--- src/rtl/rsb_pkg.sv ---
package rsb_pkg;

    typedef enum logic [1:0] {
        KIND_ACQ = 2'd0,
        KIND_REL = 2'd1,
        KIND_RMW = 2'd2,
        KIND_RSV = 2'd3
    } kind_e;

    typedef enum logic [1:0] {
        BOP_LOCK   = 2'd0,
        BOP_FLUSH  = 2'd1,
        BOP_INV    = 2'd2,
        BOP_UNLOCK = 2'd3
    } bop_e;

    typedef enum logic [1:0] {
        L2OP_LOAD  = 2'd0,
        L2OP_STORE = 2'd1,
        L2OP_RMW   = 2'd2,
        L2OP_NONE  = 2'd3
    } l2op_e;

    typedef enum logic [2:0] {
        STEP_LOCK   = 3'd0,
        STEP_FLUSH  = 3'd1,
        STEP_INV    = 3'd2,
        STEP_UNLOCK = 3'd3,
        STEP_LINV   = 3'd4,
        STEP_L2     = 3'd5,
        STEP_END    = 3'd6
    } step_e;

    typedef enum logic [1:0] {
        FSM_IDLE = 2'd0,
        FSM_RUN  = 2'd1,
        FSM_RESP = 2'd2
    } fsm_e;

    localparam int STEP_IDX_W = 3;

endpackage

--- src/rtl/rsb_step_program.sv ---
module rsb_step_program
    import rsb_pkg::*;
(
    input  kind_e                 kind,
    input  logic [STEP_IDX_W-1:0] idx,
    output step_e                 step,
    output bop_e                  bop,
    output logic                  is_bcast,
    output l2op_e                 l2op
);

    always_comb begin
        step = STEP_END;
        unique case (kind)
            KIND_ACQ: begin
                case (idx)
                    3'd0:    step = STEP_L2;
                    3'd1:    step = STEP_FLUSH;
                    3'd2:    step = STEP_LINV;
                    default: step = STEP_END;
                endcase
            end
            KIND_REL: begin
                case (idx)
                    3'd0:    step = STEP_LOCK;
                    3'd1:    step = STEP_FLUSH;
                    3'd2:    step = STEP_INV;
                    3'd3:    step = STEP_L2;
                    3'd4:    step = STEP_INV;
                    3'd5:    step = STEP_UNLOCK;
                    default: step = STEP_END;
                endcase
            end
            KIND_RMW: begin
                case (idx)
                    3'd0:    step = STEP_LOCK;
                    3'd1:    step = STEP_FLUSH;
                    3'd2:    step = STEP_INV;
                    3'd3:    step = STEP_L2;
                    3'd4:    step = STEP_FLUSH;
                    3'd5:    step = STEP_INV;
                    3'd6:    step = STEP_UNLOCK;
                    default: step = STEP_END;
                endcase
            end
            default: step = STEP_END;
        endcase
    end

    always_comb begin
        bop      = BOP_LOCK;
        is_bcast = 1'b0;
        case (step)
            STEP_LOCK:   begin bop = BOP_LOCK;   is_bcast = 1'b1; end
            STEP_FLUSH:  begin bop = BOP_FLUSH;  is_bcast = 1'b1; end
            STEP_INV:    begin bop = BOP_INV;    is_bcast = 1'b1; end
            STEP_LINV:   begin bop = BOP_INV;    is_bcast = 1'b1; end
            STEP_UNLOCK: begin bop = BOP_UNLOCK; is_bcast = 1'b1; end
            default:     begin bop = BOP_LOCK;   is_bcast = 1'b0; end
        endcase
    end

    always_comb begin
        case (kind)
            KIND_ACQ: l2op = L2OP_LOAD;
            KIND_REL: l2op = L2OP_STORE;
            KIND_RMW: l2op = L2OP_RMW;
            default:  l2op = L2OP_NONE;
        endcase
    end

endmodule

--- src/rtl/rsb_ack_tracker.sv ---
module rsb_ack_tracker #(
    parameter int NUM_L1 = 8
) (
    input  logic              clk,
    input  logic              rst_n,
    input  logic              load,
    input  logic [NUM_L1-1:0] load_mask,
    input  logic [NUM_L1-1:0] ack,
    output logic [NUM_L1-1:0] pending,
    output logic              all_clear
);

    logic [NUM_L1-1:0] pending_d, pending_q;

    always_comb begin
        pending_d = pending_q & ~ack;
        if (load) begin
            pending_d = load_mask;
        end
    end

    always_ff @(posedge clk) begin
        if (!rst_n) begin
            pending_q <= '0;
        end else begin
            pending_q <= pending_d;
        end
    end

    assign pending   = pending_q;
    assign all_clear = (pending_q == '0);


    no_spurious_set_chk: assert property (@(posedge clk) disable iff (!rst_n)
        !load |=> ((pending_q & ~$past(pending_q)) == '0));


    hold_until_ack_chk: assert property (@(posedge clk) disable iff (!rst_n)
        (!load && ((pending_q & ~ack) != '0)) |=>
            ((pending_q & $past(pending_q & ~ack)) == $past(pending_q & ~ack)));

endmodule

--- src/rtl/rsb_sequencer.sv ---
module rsb_sequencer
    import rsb_pkg::*;
#(
    parameter int NUM_L1 = 8,
    parameter int ADDR_W = 32,
    parameter int DATA_W = 32,
    parameter int SRC_W  = (NUM_L1 > 1) ? $clog2(NUM_L1) : 1
) (
    input  logic              clk,
    input  logic              rst_n,
    input  logic              req_valid,
    output logic              req_ready,
    input  logic [1:0]        req_kind,
    input  logic [SRC_W-1:0]  req_src,
    input  logic [ADDR_W-1:0] req_addr,
    input  logic [DATA_W-1:0] req_wdata,
    output logic [NUM_L1-1:0] bc_valid,
    output logic [1:0]        bc_op,
    input  logic [NUM_L1-1:0] bc_ack,
    output logic              l2_valid,
    output logic [1:0]        l2_op,
    output logic [ADDR_W-1:0] l2_addr,
    output logic [DATA_W-1:0] l2_wdata,
    input  logic              l2_done,
    input  logic [DATA_W-1:0] l2_rdata,
    output logic              rsp_valid,
    output logic [SRC_W-1:0]  rsp_src,
    output logic [DATA_W-1:0] rsp_data
);

    localparam logic [NUM_L1-1:0] ALL_L1 = {NUM_L1{1'b1}};
    localparam int MAX_TARGETS = (NUM_L1 > 1) ? NUM_L1 - 1 : 1;

    typedef struct packed {
        fsm_e                  st;
        logic [STEP_IDX_W-1:0] idx;
        logic                  armed;
        kind_e                 kind;
        logic [SRC_W-1:0]      src;
        logic [ADDR_W-1:0]     addr;
        logic [DATA_W-1:0]     wdata;
        logic [DATA_W-1:0]     rdata;
    } seq_t;

    seq_t seq_d, seq_q;

    step_e             cur_step;
    bop_e              cur_bop;
    logic              cur_bcast;
    l2op_e             cur_l2op;
    logic              trk_load;
    logic [NUM_L1-1:0] trk_mask;
    logic [NUM_L1-1:0] trk_pending;
    logic              trk_clear;
    logic [NUM_L1-1:0] own_mask;
    logic [NUM_L1-1:0] remote_mask;

    rsb_step_program u_program (
        .kind     (seq_q.kind),
        .idx      (seq_q.idx),
        .step     (cur_step),
        .bop      (cur_bop),
        .is_bcast (cur_bcast),
        .l2op     (cur_l2op)
    );

    rsb_ack_tracker #(.NUM_L1(NUM_L1)) u_tracker (
        .clk       (clk),
        .rst_n     (rst_n),
        .load      (trk_load),
        .load_mask (trk_mask),
        .ack       (bc_ack),
        .pending   (trk_pending),
        .all_clear (trk_clear)
    );

    generate
        for (genvar g = 0; g < NUM_L1; g++) begin : g_masks
            assign own_mask[g]    = (seq_q.src == SRC_W'(g));
            assign remote_mask[g] = (seq_q.src != SRC_W'(g));
        end
    endgenerate

    always_comb begin
        seq_d     = seq_q;
        req_ready = 1'b0;
        trk_load  = 1'b0;
        trk_mask  = '0;
        l2_valid  = 1'b0;
        rsp_valid = 1'b0;
        unique case (seq_q.st)
            FSM_IDLE: begin
                req_ready = 1'b1;
                if (req_valid) begin
                    seq_d.st    = FSM_RUN;
                    seq_d.idx   = '0;
                    seq_d.armed = 1'b0;
                    seq_d.kind  = kind_e'(req_kind);
                    seq_d.src   = req_src;
                    seq_d.addr  = req_addr;
                    seq_d.wdata = req_wdata;
                    seq_d.rdata = '0;
                end
            end
            FSM_RUN: begin
                if (cur_step == STEP_END) begin
                    seq_d.st = FSM_RESP;
                end else if (cur_step == STEP_L2) begin
                    l2_valid = 1'b1;
                    if (l2_done) begin
                        seq_d.rdata = (seq_q.kind == KIND_REL) ? '0 : l2_rdata;
                        seq_d.idx   = seq_q.idx + 1'b1;
                    end
                end else if (cur_bcast) begin
                    if (!seq_q.armed) begin
                        trk_load    = 1'b1;
                        trk_mask    = (cur_step == STEP_LINV) ? own_mask
                                                              : (remote_mask & ALL_L1);
                        seq_d.armed = 1'b1;
                    end else if (trk_clear) begin
                        seq_d.armed = 1'b0;
                        seq_d.idx   = seq_q.idx + 1'b1;
                    end
                end
            end
            FSM_RESP: begin
                rsp_valid = 1'b1;
                seq_d.st  = FSM_IDLE;
            end
            default: begin
                seq_d.st = FSM_IDLE;
            end
        endcase
    end

    always_ff @(posedge clk) begin
        if (!rst_n) begin
            seq_q <= '{st: FSM_IDLE, idx: '0, armed: 1'b0, kind: KIND_ACQ,
                       src: '0, addr: '0, wdata: '0, rdata: '0};
        end else begin
            seq_q <= seq_d;
        end
    end

    assign bc_valid = trk_pending;
    assign bc_op    = cur_bop;
    assign l2_op    = cur_l2op;
    assign l2_addr  = seq_q.addr;
    assign l2_wdata = seq_q.wdata;
    assign rsp_src  = seq_q.src;
    assign rsp_data = seq_q.rdata;


    op_stable_chk: assert property (@(posedge clk) disable iff (!rst_n)
        ((|bc_valid) && $past(|bc_valid)) |-> $stable(bc_op));


    l2_hold_chk: assert property (@(posedge clk) disable iff (!rst_n)
        (l2_valid && !l2_done) |=>
            (l2_valid && $stable(l2_addr) && $stable(l2_op) && $stable(l2_wdata)));


    single_flight_chk: assert property (@(posedge clk) disable iff (!rst_n)
        (req_valid && req_ready) |=> !req_ready);


    ready_after_rsp_chk: assert property (@(posedge clk) disable iff (!rst_n)
        rsp_valid |=> req_ready);


    rsp_single_beat_chk: assert property (@(posedge clk) disable iff (!rst_n)
        rsp_valid |=> !rsp_valid);


    target_count_chk: assert property (@(posedge clk) disable iff (!rst_n)
        $countones(bc_valid) <= MAX_TARGETS);


    phase_exclusive_chk: assert property (@(posedge clk) disable iff (!rst_n)
        !(l2_valid && (|bc_valid)));

endmodule

--- config.mk ---
export PLATFORM = sky130hd
export DESIGN_NAME = rsb_sequencer
export DESIGN_NICKNAME = d
export VERILOG_FILES = /design/src/rtl/rsb_pkg.sv /design/src/rtl/rsb_step_program.sv /design/src/rtl/rsb_ack_tracker.sv /design/src/rtl/rsb_sequencer.sv
export SDC_FILE = /design/constraint.sdc
export NUM_CORES = 1
export LEC_CHECK = 0
export BUFFER_PORTS_ARGS = -buffer_cell sky130_fd_sc_hd__buf_2
export CAP_MARGIN = 20
export CORE_ASPECT_RATIO = 1.2
export CORE_MARGIN = 4
export CORE_UTILIZATION = 50
export CTS_CLUSTER_SIZE = 30
export DETAILED_ROUTE_END_ITERATION = 6
export GPL_TIMING_DRIVEN = 1
export PLACE_DENSITY = 0.84
export SYNTH_ARGS = -nofsm -noshare
export SYNTH_HDL_FRONTEND = slang
export SYNTH_SLANG_ARGS = --single-unit
--- constraint.sdc ---
create_clock -name clk -period 3.65 [get_ports clk]
set_input_delay 0.1825 -clock clk [delete_from_list [all_inputs] [get_ports clk]]
set_output_delay 0.1825 -clock clk [all_outputs]
set_load 0.01 [all_outputs]
==> results by group, run 1 <==
Min path
  • Hold-critical path depth: 2
  • HP Class: in2reg

Placed design
  • Placed Instances: roughly 840
  • Place WS: around 830 ps
  • Dpl cell area: 0.005613 sq mm
  • Number of port buffers: 226
  • Dpl hpwl: 9.428 mm
  • Routability Congestion: roughly 0.9

Global routing
  • Largest net degree at the start of global routing: slightly above 50
  • Initial antenna violation count: 0
  • Total GRT Usage: 0.2115
  • Vias in the first global route: 4459
  • Grt ovf: 0
  • First-pass GRT wire length: 20.71 mm

Clock tree
  • CTS tree: built
  • CTS buffer count: 17
  • Clock Sinks: 115
  • Root Driver: clkbuf_16
  • Maximum root-to-sink buffer count: 2
  • Hold-fix buffers at CTS: 9
  • Post-CTS Setup Inserts: 0
  • Post-cts sizing count: 0
  • CTS H-tree lvls: 4
  • Clock transition at path regs: about 50 ps
  • Clk Latency, worst-skew pair: between 300 and 400 ps

Yosys
  • Ys async rst share: 0
  • Synth Net Count: 735
  • Count of different cell masters after synthesis: 48
  • Commonest cells in the netlist: nand2_1, dfxtp_1, buf_4
  • Number of synthesized flops with an enable pin: 0
  • Synth Warn #: 0
  • Top-count cell post-synth: nand2_1
  • Synthesized flop and latch total: about 120
  • Cell accounting for the most synthesized area: dfxtp_1
  • Synthesized cell area: around 0.0052 sq mm
  • Synth Flop Type: dfxtp_1
  • Top cells by area, synth: dfxtp_1, buf_4, nand2_1
  • Yosys top cell area share: 0.4446
  • Post-synthesis cell count: about 620
  • Post-synthesis sequential area ratio: 0.4446
  • Syn avg cell area: ~8.4 sq um

Routing
  • Wl on met1: slightly below 5 mm
  • DRC: 0
  • Antenna-violating nets left: 0
  • Routed len/inst: roughly 15 um
  • Routed met3 length: 1.505 mm
  • Top layer used by detailed routing: met4
  • Vias/cell: 5.101
  • DRT Pass-1 Iters: 4
  • Final wirelength: 13.21 mm
  • DR iter-0 viols: 131
  • Wire length on met2: 6.537 mm
  • Via count: approximately 4500

STA
  • Slew headroom: 0.4339
  • Worst Clk Skew: 6.679 ps
  • Upper clock frequency limit: 0.3461 GHz
  • Tcrit/Tclk final: 0.7915
  • Least-Margin Pin Slew: 849.2 ps
  • Final worst slack: 760.9 ps
  • Total count of max-transition violations in the final report: 0
  • Minimum clock period: 2889 ps
  • Hold Fails Final Rpt: 0
  • Setup_tns: 0 ps
  • Hold_ws: ~14 ps
  • Final setup vio count: 0
  • RSZ-0062 raised after global routing: false

Die
  • Core ar.: roughly 0.010 sq mm
  • Die Area: 0.01206 sq mm
  • Rows: 40
  • Initial core utilization: 0.5148
  • IO Pins: 227
  • Die Ht: between 100 and 150 um
  • Die width: between 100 and 150 um

Worst setup path
  • Critical Path Source Type: flop
  • Crit path required time: 3930 ps
  • CP Class: reg2reg
  • Worst-path maximum fanout: 32
  • Arr. time, crit path: 3170 ps
  • Cell count of the worst reg-to-reg path: 9
  • Kind of end point of the critical path: flop

Final layout
  • Area Growth Syn to Fin: 22.16%
  • NumNets Final: 856
  • ANT cells: 0
  • Post-Layout Cell Count: between 800 and 900
  • Share of cells above drive strength 1: 0.3742
  • Design area: 0.006326 sq mm

Outcome
  • Status: completed

Power
  • Power Dens Cells: 597.8 mW/mm^2
  • Peak supply drop: 0.0002949 V
  • Leak: 2.999 nW

Flow run
  • Max_cap viols: 0
-- worst max-delay path, stage by stage (launching register included) --
cell and delay (ps):
dfxtp_1 430, ha_1 230, ha_1 230, or3b_4 410, a211oi_4 340, o211ai_2 230, o31ai_1 310, a21oi_2 100
buf_4 280, a22o_1 220
-- layout make-up --
type | instances | area, sq um
well taps | 126 | 157.7
clock buffers | 23 | 498.0
inverters | 8 | 30.03
multi-input cells | 356 | 1954
clock inverters | 9 | 125.1
flip-flops and latches | 115 | 2302
fillers | 866 | 3734
repair buffers | 240 | 1259
-- cells in the final DEF (no fill, tap or decap), types with 3 or more instances in the layout --
cell             n
a21oi_1         79
a22o_1          32
buf_2          226
buf_4            5
bufinv_16        3
clkbuf_16       17
clkbuf_8         5
clkinv_2         4
dfxtp_1        115
dlygate4sd3_1    9
ha_1             5
inv_1            7
nand2_1        157
nand2b_1         4
nor2_1          13
nor2b_1          3
nor3_1           3
o21ai_0          4
o32ai_1          3
or3b_2           6
xnor2_1          7
-- path summary, 6_finish.rpt --
path                                    from      endpoint  slack, ps
worst max-delay path              seq_q[102]   rsp_data[3]        760
worst min-delay path             l2_rdata[6]   rsp_data[6]         10
worst max register to register    seq_q[102]   rsp_data[3]        760
worst min register to register  l2_wdata[26]  l2_wdata[26]        450
-- layer usage --
metal / GRT usage / up-vias
met5: 0 / -
met4: 0.06983 / 0
met3: 0.09197 / 15
met2: 0.3711 / 205
met1: 0.2239 / 2052
li1: - / 2202
-- state kept, by name (all words and copies together), names as in the netlist --
signal	count
l2_addr	32
l2_wdata	32
rsp_data	32
rsp_src	3
seq_q	8
u_tracker.pending	8
-- stage by stage --
stage | util | power [mW]
finish | 0.6289 | 3.782
global route | 0.6289 | 3.950
CTS | 0.6289 | 3.801
detailed placement | 0.5580 | 2.084
global placement | 0.5580 | 2.052
floorplan | - | 1.935
-- where the power goes --
group          switching (mW)  internal [mW]
Combinational           0.403          0.266
Clock                   0.550           1.16
Sequential             0.0592           1.34
Total                    1.01           2.77
-- kinds of logic (layout without fill, tap and decap cells) --
logic type / count (synthesis) / after routing / synth area share
multiplexers: 1 / 1 / 0.002174
adder cells (fa/ha/maj): 5 / 5 / 0.01208
AND/OR/NAND/NOR: 206 / 206 / 0.1720
XOR/XNOR: 7 / 7 / 0.01184
AO/OA/AOI/OAI: 137 / 137 / 0.1766
flip-flops: 115 / 115 / 0.4446
buffers and inverters: 146 / 280 / 0.1807
Power figures use the tool's default switching activity.
==> run 2, diff against run 1 <==
--- a/config.mk
+++ b/config.mk
@@ -5,15 +5,16 @@
 export SDC_FILE = /design/constraint.sdc
 export NUM_CORES = 1
 export LEC_CHECK = 0
+export ABC_AREA = 1
 export BUFFER_PORTS_ARGS = -buffer_cell sky130_fd_sc_hd__buf_2
 export CAP_MARGIN = 20
 export CORE_ASPECT_RATIO = 1.2
 export CORE_MARGIN = 4
-export CORE_UTILIZATION = 50
+export CORE_UTILIZATION = 44
 export CTS_CLUSTER_SIZE = 30
 export DETAILED_ROUTE_END_ITERATION = 6
 export GPL_TIMING_DRIVEN = 1
-export PLACE_DENSITY = 0.84
+export PLACE_DENSITY = 0.76
 export SYNTH_ARGS = -nofsm -noshare
 export SYNTH_HDL_FRONTEND = slang
 export SYNTH_SLANG_ARGS = --single-unit
==> constraint.sdc (replaced) <==
create_clock -name clk -period 2.5 [get_ports clk]
set_input_delay 0.125 -clock clk [delete_from_list [all_inputs] [get_ports clk]]
set_output_delay 0.125 -clock clk [all_outputs]
set_load 0.01 [all_outputs]
==> run 2 against run 1 <==
  * First-iteration DRC count grew to 2.9 times the previous value
  * Flip-flop and latch count is the same
  * Total power grew 110%
  * Die area grew 24%
  * Critical path depth grew 3
  * Sequential power grew 75%
  * Via count grew 24%
  * Clock skew grew 1.2 ps
  * Largest cell class is now multi-input combinational cells
  * Routed wire length grew 21%
  * Utilization shrank 4.0 points
==> results by group, run 2 <==
Routing
  • DRT Pass-1 Iters: 5 (was 4)
  • Antenna-violating nets left: 0 (unchanged)
  • Final wirelength: 16.02 mm (was 13.21 mm)
  • Vias/cell: 4.841 (was 5.101)
  • DRC: 0 (unchanged)
  • DR iter-0 viols: 377 (was 131)
  • Routed len/inst: 13.96 um (was 15.06 um)
  • Via count: 5553 (was 4474)

Clock tree
  • Maximum root-to-sink buffer count: 2 (unchanged)
  • CTS tree: built (unchanged)
  • Clock transition at path regs: 50 ps (about the same)
  • CTS buffer count: 17 (unchanged)
  • Clk Latency, worst-skew pair: 410 ps (was 390 ps)
  • Post-CTS Setup Inserts: 0 (unchanged)
  • Clock Sinks: 115 (unchanged)
  • Root Driver: clkbuf_16 (unchanged)
  • CTS H-tree lvls: 4 (unchanged)

Yosys
  • Count of different cell masters after synthesis: 28 (was 48)
  • Synth Flop Type: dfxtp_1 (unchanged)
  • Synth Net Count: 914 (was 735)
  • Synth Warn #: 0 (unchanged)
  • Yosys top cell area share: 0.4015 (was 0.4446)
  • Commonest cells in the netlist: nor2_1, dfxtp_1, nand2_1 (was nand2_1, dfxtp_1, buf_4)
  • Synthesized flop and latch total: 115 (unchanged)
  • Post-synthesis sequential area ratio: 0.4015 (was 0.4446)
  • Post-synthesis cell count: 796 (was 617)
  • Syn avg cell area: 7.204 sq um (was 8.393 sq um)
  • Top cells by area, synth: dfxtp_1, buf_4, nor2_1 (was dfxtp_1, buf_4, nand2_1)
  • Cell accounting for the most synthesized area: dfxtp_1 (unchanged)
  • Top-count cell post-synth: nor2_1 (was nand2_1)
  • Number of synthesized flops with an enable pin: 0 (unchanged)
  • Synthesized cell area: 0.005734 sq mm (was 0.005179 sq mm)
  • Ys async rst share: 0 (unchanged)

STA
  • Final setup vio count: 0 (unchanged)
  • Minimum clock period: around 2300 ps
  • Total count of max-transition violations in the final report: 0 (unchanged)
  • Slew headroom: 0.5536 (was 0.4339)
  • Worst Clk Skew: 7.918 ps (was 6.679 ps)
  • Setup_tns: 0 ps (unchanged)
  • Upper clock frequency limit: 0.4436 GHz
  • Tcrit/Tclk final: 0.9017
  • Hold Fails Final Rpt: 0 (unchanged)
  • Least-Margin Pin Slew: 669.7 ps (was 849.2 ps)
  • RSZ-0062 raised after global routing: false (unchanged)

Worst setup path
  • Critical Path Source Type: flop (unchanged)
  • CP Class: reg2out (was reg2reg)
  • Cell count of the worst reg-to-reg path: 13 (was 9)
  • Crit path required time: 2380 ps (was 3930 ps)
  • Arr. time, crit path: 2130 ps (was 3170 ps)
  • Kind of end point of the critical path: primary output (was flop)
  • Worst-path maximum fanout: 5 (was 32)

Outcome
  • Status: completed (unchanged)

Placed design
  • Dpl hpwl: 10.32 mm (was 9.428 mm)
  • Routability Congestion: 0.9425 (was 0.9081)
  • Placed Instances: 1049 (was 836)
  • Number of port buffers: 226 (unchanged)

Final layout
  • Sequential cell area: 0.002303 sq mm (was 0.002302 sq mm)
  • Fill count: 1139 (was 866)
  • Commonest cells after routing, fill and taps aside: buf_2, nor2_1, dfxtp_1 (was buf_2, nand2_1, dfxtp_1)
  • NumNets Final: 1088 (was 856)
  • ANT cells: 0 (unchanged)
  • Commonest non-fill, non-tap cell in the layout: buf_2 (unchanged)
  • Post-Layout Cell Count: 1147 (was 877)
  • Share of cells above drive strength 1: 0.2960 (was 0.3742)
  • Area Growth Syn to Fin: 30.74% (was 22.16%)
  • Final Util: 0.5892 (was 0.6289)
  • Area of the multi-input gates: 0.002333 sq mm (was 0.001954 sq mm)

Global routing
  • Initial antenna violation count: 0 (unchanged)
  • Grt ovf: 0 (unchanged)
  • Total GRT Usage: 0.2109 (was 0.2115)
  • First-pass GRT wire length: 25.96 mm (was 20.71 mm)
  • Largest net degree at the start of global routing: 72 (was 51)
  • Vias in the first global route: 5330 (was 4459)

Power
  • Tot Pwr: 7.774 mW (was 3.782 mW)
  • Peak supply drop: 0.0004956 V (was 0.0002949 V)
  • Leak: 3.827 nW (was 2.999 nW)
  • Power Dens Cells: 1037 mW/mm^2 (was 597.8 mW/mm^2)

Die
  • Initial core utilization: 0.4506 (was 0.5148)
  • IO Pins: 227 (unchanged)
  • Die width: 112.2 um (was 100.9 um)
  • Die Area: 0.01493 sq mm (was 0.01206 sq mm)
  • Rows: 45 (was 40)
  • Die Ht: 133.1 um (was 119.5 um)
  • Core ar.: 0.01272 sq mm (was 0.01006 sq mm)

Min path
  • Hold-critical path depth: 3 (was 2)
  • HP Class: in2reg (unchanged)

Flow run
  • Max_cap viols: 0 (unchanged)
## run 2: cell types whose count changed in the layout (fill, tap and decap cells not counted), sizes merged, moves of 6 or more
cell / delta
o21ai: +79
nand2: -47
xor2: +7
or3b: -8
inv: +29
nor2: +177
nand3: +41
xnor2: -7
a22o: -32
a21oi: -36
o211a: +6
clkbuf: -6
dlygate4sd3: +57
## run 2: per-layer routing
metal | track usage | wire, um
met1 | 0.2489 | 6409
met2 | 0.3396 | 7528
met3 | 0.07502 | 1557
met4 | 0.1022 | 520
met5 | 0 | 0
## run 2: area by class of cell
type / count / area share
multi-input combinational: 505 / 0.3112
sequential: 115 / 0.3072
timing repair buffer: 301 / 0.2567
clock buffer: 17 / 0.05674
tap: 164 / 0.02737
clock inverter: 15 / 0.02570
inverter: 30 / 0.01502
## run 2: power breakdown
| group | leakage (nW) | switching [mW] | internal [mW] |
|---|---|---|---|
| Combinational | 2.57 | 1.68 | 1.10 |
| Clock | 0.302 | 0.944 | 1.60 |
| Sequential | 0.951 | 0.228 | 2.23 |
## run 2: kinds of logic after synthesis
kind of cell / synth area share
AND/OR/NAND/NOR: 0.2573
buffers and inverters: 0.1924
flip-flops: 0.4015
AO/OA/AOI/OAI: 0.1272
adder cells (fa/ha/maj): 0.01091
XOR/XNOR: 0.01069
## run 2: what timing repair did
action,4_1_cts,5_1_grt
hold buffers,66,0
hold endpoints to repair,66,0
gates resized for setup,0,1
setup endpoints to repair,0,4
## run 2: path summary, 6_finish.rpt
check	startpoint	to	slack (ps)
min reg2reg	rsp_data[27]	rsp_data[27]	480
min	req_addr[13]	l2_addr[13]	10
max reg2reg	seq_q[102]	rsp_data[2]	270
max	seq_q[102]	bc_op[1]	250
## run 2: worst max-delay path, stage by stage (launching register included)
cell and delay, ps:
dfxtp_2 360, inv_1 90, ha_1 250, nand2_1 100
nand3_1 100, nor2_1 100, nor2_1 60, nor2_2 150
nand2_1 90, nand2_1 90, inv_1 40, a21oi_1 140
buf_2 160
## run 2: per-stage QoR
step | area, sq um | setup slack, ps | hold slack, ps
2_1_floorplan | 5734 | 469.0 | 286.6
3_3_place_gp | 6217 | 326.2 | 372.6
3_5_place_dp | 6217 | 243.7 | 380.7
4_1_cts | 7496 | 161.1 | 2.928
5_1_grt | 7497 | 15.25 | 8.453
6_report | 7497 | 245.9 | 13.49
